### src/rtl/tmr_pkg.sv
package tmr_pkg;

  typedef enum logic [1:0] {
    MODE_INTERVAL = 2'b00,
    MODE_BUZZ     = 2'b01,
    MODE_EVENT    = 2'b10,
    MODE_PULSE    = 2'b11
  } tmr_mode_e;

  typedef struct packed {
    logic      stop;
    logic      pol;
    tmr_mode_e mode;
    logic [1:0] rsv;
    logic      cmp_en;
    logic      latch_only;
  } tmr_ctl_t;

  localparam logic [7:0] CTL_WR_MASK = 8'hF3;

endpackage

### src/rtl/tmr_pin_sync.sv
module tmr_pin_sync #(
  parameter int STAGES = 2
) (
  input  logic clk,
  input  logic rst_n,
  input  logic pin,
  output logic level,
  output logic rise,
  output logic fall
);
  logic [STAGES-1:0] chain_q;
  logic              prev_q;

  always_ff @(posedge clk or negedge rst_n) begin
    if (!rst_n) begin
      chain_q <= '0;
      prev_q  <= 1'b0;
    end else begin
      chain_q <= {chain_q[STAGES-2:0], pin};
      prev_q  <= chain_q[STAGES-1];
    end
  end

  assign level = chain_q[STAGES-1];
  assign rise  = level & ~prev_q;
  assign fall  = ~level & prev_q;
endmodule

### src/rtl/tmr_prescaler.sv
module tmr_prescaler #(
  parameter int DIV = 16
) (
  input  logic clk,
  input  logic rst_n,
  input  logic base_en,
  output logic tick
);
  localparam int PW = (DIV > 1) ? $clog2(DIV) : 1;
  localparam logic [PW-1:0] LAST = PW'(DIV - 1);

  logic [PW-1:0] pre_q;

  assign tick = base_en && (pre_q == LAST);

  always_ff @(posedge clk or negedge rst_n) begin
    if (!rst_n) begin
      pre_q <= '0;
    end else if (base_en) begin
      pre_q <= tick ? '0 : pre_q + 1'b1;
    end
  end
endmodule

### src/rtl/tmr_counter.sv
module tmr_counter #(
  parameter int CNT_W  = 16,
  parameter int BYTE_W = 8,
  localparam int NB    = CNT_W / BYTE_W
) (
  input  logic              clk,
  input  logic              rst_n,
  input  logic [NB-1:0]     lane_we,
  input  logic [BYTE_W-1:0] wr_data,
  input  logic              latch_only,
  input  logic              count_en,
  output logic [CNT_W-1:0]  cnt,
  output logic [CNT_W-1:0]  latch,
  output logic              uf_evt
);
  logic [CNT_W-1:0] cnt_q, latch_q, latch_nx;
  logic             direct;

  always_comb begin
    latch_nx = latch_q;
    for (int i = 0; i < NB; i++) begin
      if (lane_we[i]) latch_nx[i*BYTE_W +: BYTE_W] = wr_data;
    end
  end

  assign direct = (|lane_we) && !latch_only;
  assign uf_evt = !direct && count_en && (cnt_q == '0);

  always_ff @(posedge clk or negedge rst_n) begin
    if (!rst_n) begin
      cnt_q   <= '0;
      latch_q <= '0;
    end else begin
      latch_q <= latch_nx;
      if (direct || uf_evt) begin
        cnt_q <= latch_nx;
      end else if (count_en) begin
        cnt_q <= cnt_q - 1'b1;
      end
    end
  end

  assign cnt   = cnt_q;
  assign latch = latch_q;
endmodule

### src/rtl/multi_mode_timer.sv
module multi_mode_timer
  import tmr_pkg::*;
#(
  parameter int CNT_W       = 16,
  parameter int BYTE_W      = 8,
  parameter int PRE_DIV     = 16,
  parameter int SYNC_STAGES = 2,
  localparam int NB         = CNT_W / BYTE_W,
  localparam int SEL_W      = $clog2(NB + 1)
) (
  input  logic              clk,
  input  logic              rst_n,
  input  logic              low_speed,
  input  logic              ls_ce,
  input  logic              src_fast,
  input  logic              ext_pin,
  input  logic              wr_en,
  input  logic [SEL_W-1:0]  wr_sel,
  input  logic [BYTE_W-1:0] wr_data,
  output logic [CNT_W-1:0]  cnt_out,
  output logic [7:0]        rd_mode,
  output logic              buz_p,
  output logic              buz_n,
  output logic              uf_irq,
  output logic              edge_irq
);
  tmr_ctl_t         ctl_q;
  logic [NB-1:0]    lane_we;
  logic             ctl_we;
  logic             pin_lvl, pin_rise, pin_fall;
  logic             pre_tick, rate_en, count_en, uf_evt;
  logic             buz_q, uf_q;
  logic [CNT_W-1:0] latch_q;

  // byte-lane write decode, one select code per lane
  for (genvar i = 0; i < NB; i++) begin : g_lane
    assign lane_we[i] = wr_en && (wr_sel == SEL_W'(i));
  end
  assign ctl_we = wr_en && (wr_sel == SEL_W'(NB));

  always_ff @(posedge clk or negedge rst_n) begin
    if (!rst_n) ctl_q <= '0;
    else if (ctl_we) ctl_q <= tmr_ctl_t'(wr_data[7:0] & CTL_WR_MASK);
  end

  tmr_pin_sync #(.STAGES(SYNC_STAGES)) u_sync (
    .clk(clk), .rst_n(rst_n), .pin(ext_pin),
    .level(pin_lvl), .rise(pin_rise), .fall(pin_fall)
  );

  tmr_prescaler #(.DIV(PRE_DIV)) u_pre (
    .clk(clk), .rst_n(rst_n),
    .base_en(low_speed ? ls_ce : 1'b1),
    .tick(pre_tick)
  );

  assign rate_en = src_fast ? 1'b1 : pre_tick;

  always_comb begin
    unique case (ctl_q.mode)
      MODE_INTERVAL,
      MODE_BUZZ:  count_en = rate_en;
      MODE_EVENT: count_en = ctl_q.pol ? pin_fall : pin_rise;
      MODE_PULSE: count_en = rate_en && (pin_lvl != ctl_q.pol);
      default:    count_en = 1'b0;
    endcase
    if (ctl_q.stop) count_en = 1'b0;
  end

  tmr_counter #(.CNT_W(CNT_W), .BYTE_W(BYTE_W)) u_cnt (
    .clk(clk), .rst_n(rst_n),
    .lane_we(lane_we), .wr_data(wr_data),
    .latch_only(ctl_q.latch_only), .count_en(count_en),
    .cnt(cnt_out), .latch(latch_q), .uf_evt(uf_evt)
  );

  always_ff @(posedge clk or negedge rst_n) begin
    if (!rst_n) begin
      buz_q <= 1'b0;
      uf_q  <= 1'b0;
    end else begin
      uf_q <= uf_evt;
      if (uf_evt && ctl_q.mode == MODE_BUZZ) buz_q <= ~buz_q;
    end
  end

  assign uf_irq   = uf_q;
  assign buz_p    = buz_q;
  assign buz_n    = ctl_q.cmp_en & ~buz_q;
  assign edge_irq = ctl_q.pol ? pin_rise : pin_fall;
  assign rd_mode  = ctl_q;
endmodule

### config.mk
export PLATFORM = sky130hd
export DESIGN_NAME = multi_mode_timer
export DESIGN_NICKNAME = d
export VERILOG_FILES = /design/src/rtl/tmr_pkg.sv /design/src/rtl/tmr_pin_sync.sv /design/src/rtl/tmr_prescaler.sv /design/src/rtl/tmr_counter.sv /design/src/rtl/multi_mode_timer.sv
export SDC_FILE = /design/constraint.sdc
export NUM_CORES = 1
export LEC_CHECK = 0
export BUFFER_PORTS_ARGS = -buffer_cell sky130_fd_sc_hd__buf_2
export CAP_MARGIN = 20
export CELL_PAD_IN_SITES_DETAIL_PLACEMENT = 0
export CELL_PAD_IN_SITES_GLOBAL_PLACEMENT = 1
export CORE_ASPECT_RATIO = 1.4
export CORE_MARGIN = 5
export CORE_UTILIZATION = 40
export CTS_BUF_LIST = sky130_fd_sc_hd__clkbuf_16
export CTS_CLUSTER_SIZE = 8
export DETAILED_ROUTE_END_ITERATION = 10
export PLACE_DENSITY = 0.75
export SYNTH_ARGS = -nofsm -noshare
export SYNTH_HDL_FRONTEND = slang
export SYNTH_SLANG_ARGS = --single-unit
### constraint.sdc
create_clock -name clk -period 5.4 [get_ports clk]
set_input_delay 0.27 -clock clk [delete_from_list [all_inputs] [get_ports clk]]
set_output_delay 0.27 -clock clk [all_outputs]
set_load 0.005 [all_outputs]
==> metrics.md <==
| Metric | Value |
|---|---|
| Status | `completed` |
| Final setup fails | `0` |
| Die Span Y | `101 µm` |
| Worst clock skew | `0.00231 ns` |
| Synth Warn # | `0` |
| Worst Path Arrival | `2.92 ns` |
| Synth top area cells | `dfrtp_1, mux2_2, mux2i_1, o21ai_0, nor4_1` |
| Hold crit path type | `input port to async pin` |
| # placed instances | `318` |
| Clock sinks | `47` |
| Total power | `1220 µW` |
| P&R area growth vs syn | `17.1%` |
| Worst-path clk slew | `0.06 ns` |
| Starting Density | `40.6%` |
| CP max FO | `28` |
| HPWL Detailed | `3830 µm` |
| Core ar. | `0.00582 mm²` |
| Slowest stage cell, crit path | `or4b_4` |
| Total Nets Final | `274` |
| Post-Route WL | `5190 µm` |
| Vias in the first global route | `1713` |
| Latest clock arrival within the worst-skew pair | `0.28 ns` |
| Max cap viols | `0` |
| Synth Cell Area | `0.00236 mm²` |
| Final Max Tran Viols | `0` |
| Post-layout min period | `2.75 ns` |
| Non-Filler Instances | `326` |
| WS Path Type | `flop to flop` |
| Worst EP required | `5.57 ns` |
| Hold Violations, Final | `0` |
| Die X | `75.0 µm` |
| First-pass DRT Iterations | `4` |
| CP max stage delay | `0.51 ns` |
| Slew HR | `52.3%` |
| Largest net degree at the start of global routing | `48` |
| Leakage power | `0.00122 µW` |
| Routability cong. | `0.803` |
| Worst setup SP type | `flop` |
| Post-synth EDFFs | `0` |
| Cells along the critical path | `inv_1, ha_1, or4b_4, nor3_4, nand3_2, o31ai_4, buf_4, mux2_2, o22a_1` |
| Ports | `45` |
| Die area | `0.00757 mm²` |
| Root buf cell | `clkbuf_16` |
| Crit end category | `flop` |
| VDD IR max | `0.169 mV` |
| IO Port Bufs | `42` |
| DR iter-0 viols | `68` |
| Pwr dens | `441 mW/mm²` |
| Crit share post-route | `50.9%` |
| Antenna cells | `0` |
| H-tree depth | `2` |
| Cts repair resizes | `0` |
| Setup TNS | `0 ns` |
| Fin worst setup slack | `2.65 ns` |
| Clock Path Buffers | `2` |
| Primary FF master, synth | `dfrtp_1` |
| Sequential fraction of the synthesis area | `49.7%` |
| Avg Cell Area, Syn | `11.2 µm²` |
| Netlist cell types | `47` |
| Routed vias/inst | `5.44` |
| Layout Utilization | `47.6%` |
| RSZ-0062 raised after global routing | `no` |
| CTS buffer count | `5` |
| Max Clock Freq | `364 MHz` |
| Flops & latches, synth | `47` |
| Synth top area share | `49.7%` |
| Post-route ant nets | `0` |
| Global route total overflow | `0` |
| Vias after detailed routing | `1774` |
| Post-synthesis cell count | `211` |
| Worst path buffer plus inverter count | `2` |
| Synth area leader | `dfrtp_1` |
| # rows | `33` |
| Post-route DRC | `0` |
| Slew @ Worst Pin | `0.712 ns` |
| Layout cells sized above 1 | `32.0%` |
| # Post-CTS Setup Buffers | `0` |
| First-pass GRT wire length | `8580 µm` |
| All-Layer GR Usage | `14.6%` |
| Async S/R FF share, synth | `100%` |
| Initial antenna violation count | `0` |
| CTS tree | `done` |
| Pre-CTS setup slack | `2.66 ns` |
| CP top delay family | `simple AND/OR/NAND/NOR gates` |
| Routed WL per cell | `15.9 µm` |
| Post-CTS Hold Buffers | `0` |
==> flip-flops by register name, indices dropped and copies added, names as in the netlist <==
name / cells
buz_p: 1
rd_mode: 6
u_cnt.cnt: 16
u_cnt.latch: 16
u_pre.pre_q: 4
u_sync.chain_q: 2
u_sync.prev_q: 1
uf_irq: 1
==> layout make-up <==
type / instances / area [µm²]
Multi-Input combinational cell: 145 / 1090
Timing Repair Buffer: 45 / 233
Tap cell: 70 / 87.6
Clock inverter: 3 / 12.5
Fill cell: 564 / 3050
Sequential cell: 47 / 1180
Inverter: 11 / 41.3
Clock buffer: 5 / 125
==> per-layer routing <==
metal	wire length, µm	vias to the layer above	track usage (%)	part of all wire, %
met5	0	-	0	0
met4	134	0	6.30	2.6
met3	252	11	2.89	4.9
met2	2440	43	22.8	47
met1	2370	863	19.5	46
li1	-	857	-	-
==> worst reg2reg max path, stage by stage (launching register included) <==
cell and delay [ns]:
dfrtp_1 0.44, inv_1 0.08, ha_1 0.20, or4b_4 0.51
nor3_4 0.15, nand3_2 0.13, o31ai_4 0.20, buf_4 0.37
mux2_2 0.38, o22a_1 0.19
==> final timing paths <==
| path | start | end | slack [ns] | cells past startpoint |
|---|---|---|---|---|
| min in group clk | ext_pin | u_sync.chain_q[0]$_DFF_PN0_ | 0.09 | 1 |
| hold / removal | rst_n | u_cnt.latch[15]$_DFF_PN0_ | 0.08 | 2 |
| setup / recovery | u_cnt.cnt[0]$_DFFE_PN0P_ | u_cnt.cnt[12]$_DFFE_PN0P_ | 2.65 | 9 |
| max in group asynchronous | rst_n | u_cnt.cnt[1]$_DFFE_PN0P_ | 4.92 | 2 |
| hold reg to reg | u_sync.chain_q[0]$_DFF_PN0_ | u_sync.chain_q[1]$_DFF_PN0_ | 0.35 | 0 |
| setup reg to reg | u_cnt.cnt[0]$_DFFE_PN0P_ | u_cnt.cnt[12]$_DFFE_PN0P_ | 2.65 | 9 |
==> cells in the final DEF, fill, tap and decap left out, types with 2 or more instances in the layout <==
| master | instances |
|---|---|
| o21ai_0 | 14 |
| mux2i_1 | 12 |
| inv_1 | 13 |
| nor4_1 | 7 |
| nor2_1 | 11 |
| conb_1 | 2 |
| a21oi_1 | 8 |
| o2bb2ai_1 | 5 |
| mux2_2 | 24 |
| ha_1 | 2 |
| nand3b_1 | 2 |
| nand2_1 | 9 |
| a22oi_1 | 3 |
| buf_4 | 3 |
| nand3_1 | 4 |
| dfrtp_1 | 47 |
| and2_1 | 2 |
| o21ai_1 | 3 |
| clkbuf_16 | 5 |
| nand2b_1 | 4 |
| nor4b_1 | 2 |
| xnor2_1 | 3 |
| nor3_1 | 6 |
| buf_2 | 42 |
==> cells in the mapped netlist, types with 4 or more instances <==
master	instances
inv_1	11
nand3_1	4
o2bb2ai_1	5
nor3_1	6
nand2b_1	4
buf_4	4
o21ai_0	14
mux2i_1	12
mux2_2	24
dfrtp_1	47
nand2_1	9
a21oi_1	8
nor4_1	7
nor2_1	11
==> stage by stage <==
stage / instance area [µm²] / hold slack (ns)
after floorplan: 2370 / -0.0256
after global placement: 2630 / 0.333
after detailed placement: 2630 / 0.337
after CTS: 2770 / 0.0830
after global routing: 2770 / 0.0800
final: 2770 / 0.0772
==> power breakdown <==
part,internal (µW),switching [µW]
Clock,167,123
Sequential,456,127
Combinational,178,170
==> logic make-up (layout without fill, tap and decap cells) <==
family          count (synthesis)  count (layout)  synth area share, %
simple gates                   58              58                 14.2
xor+xnor                        4               4                 1.48
buf+inv                        20              64                 4.13
flops                          47              47                 49.7
fa+ha+maj                       2               2                 1.06
other cells                     1               2                0.159
mux                            36              36                 16.5
compound gates                 43              43                 12.7
(Power assumes the default switching activity.)
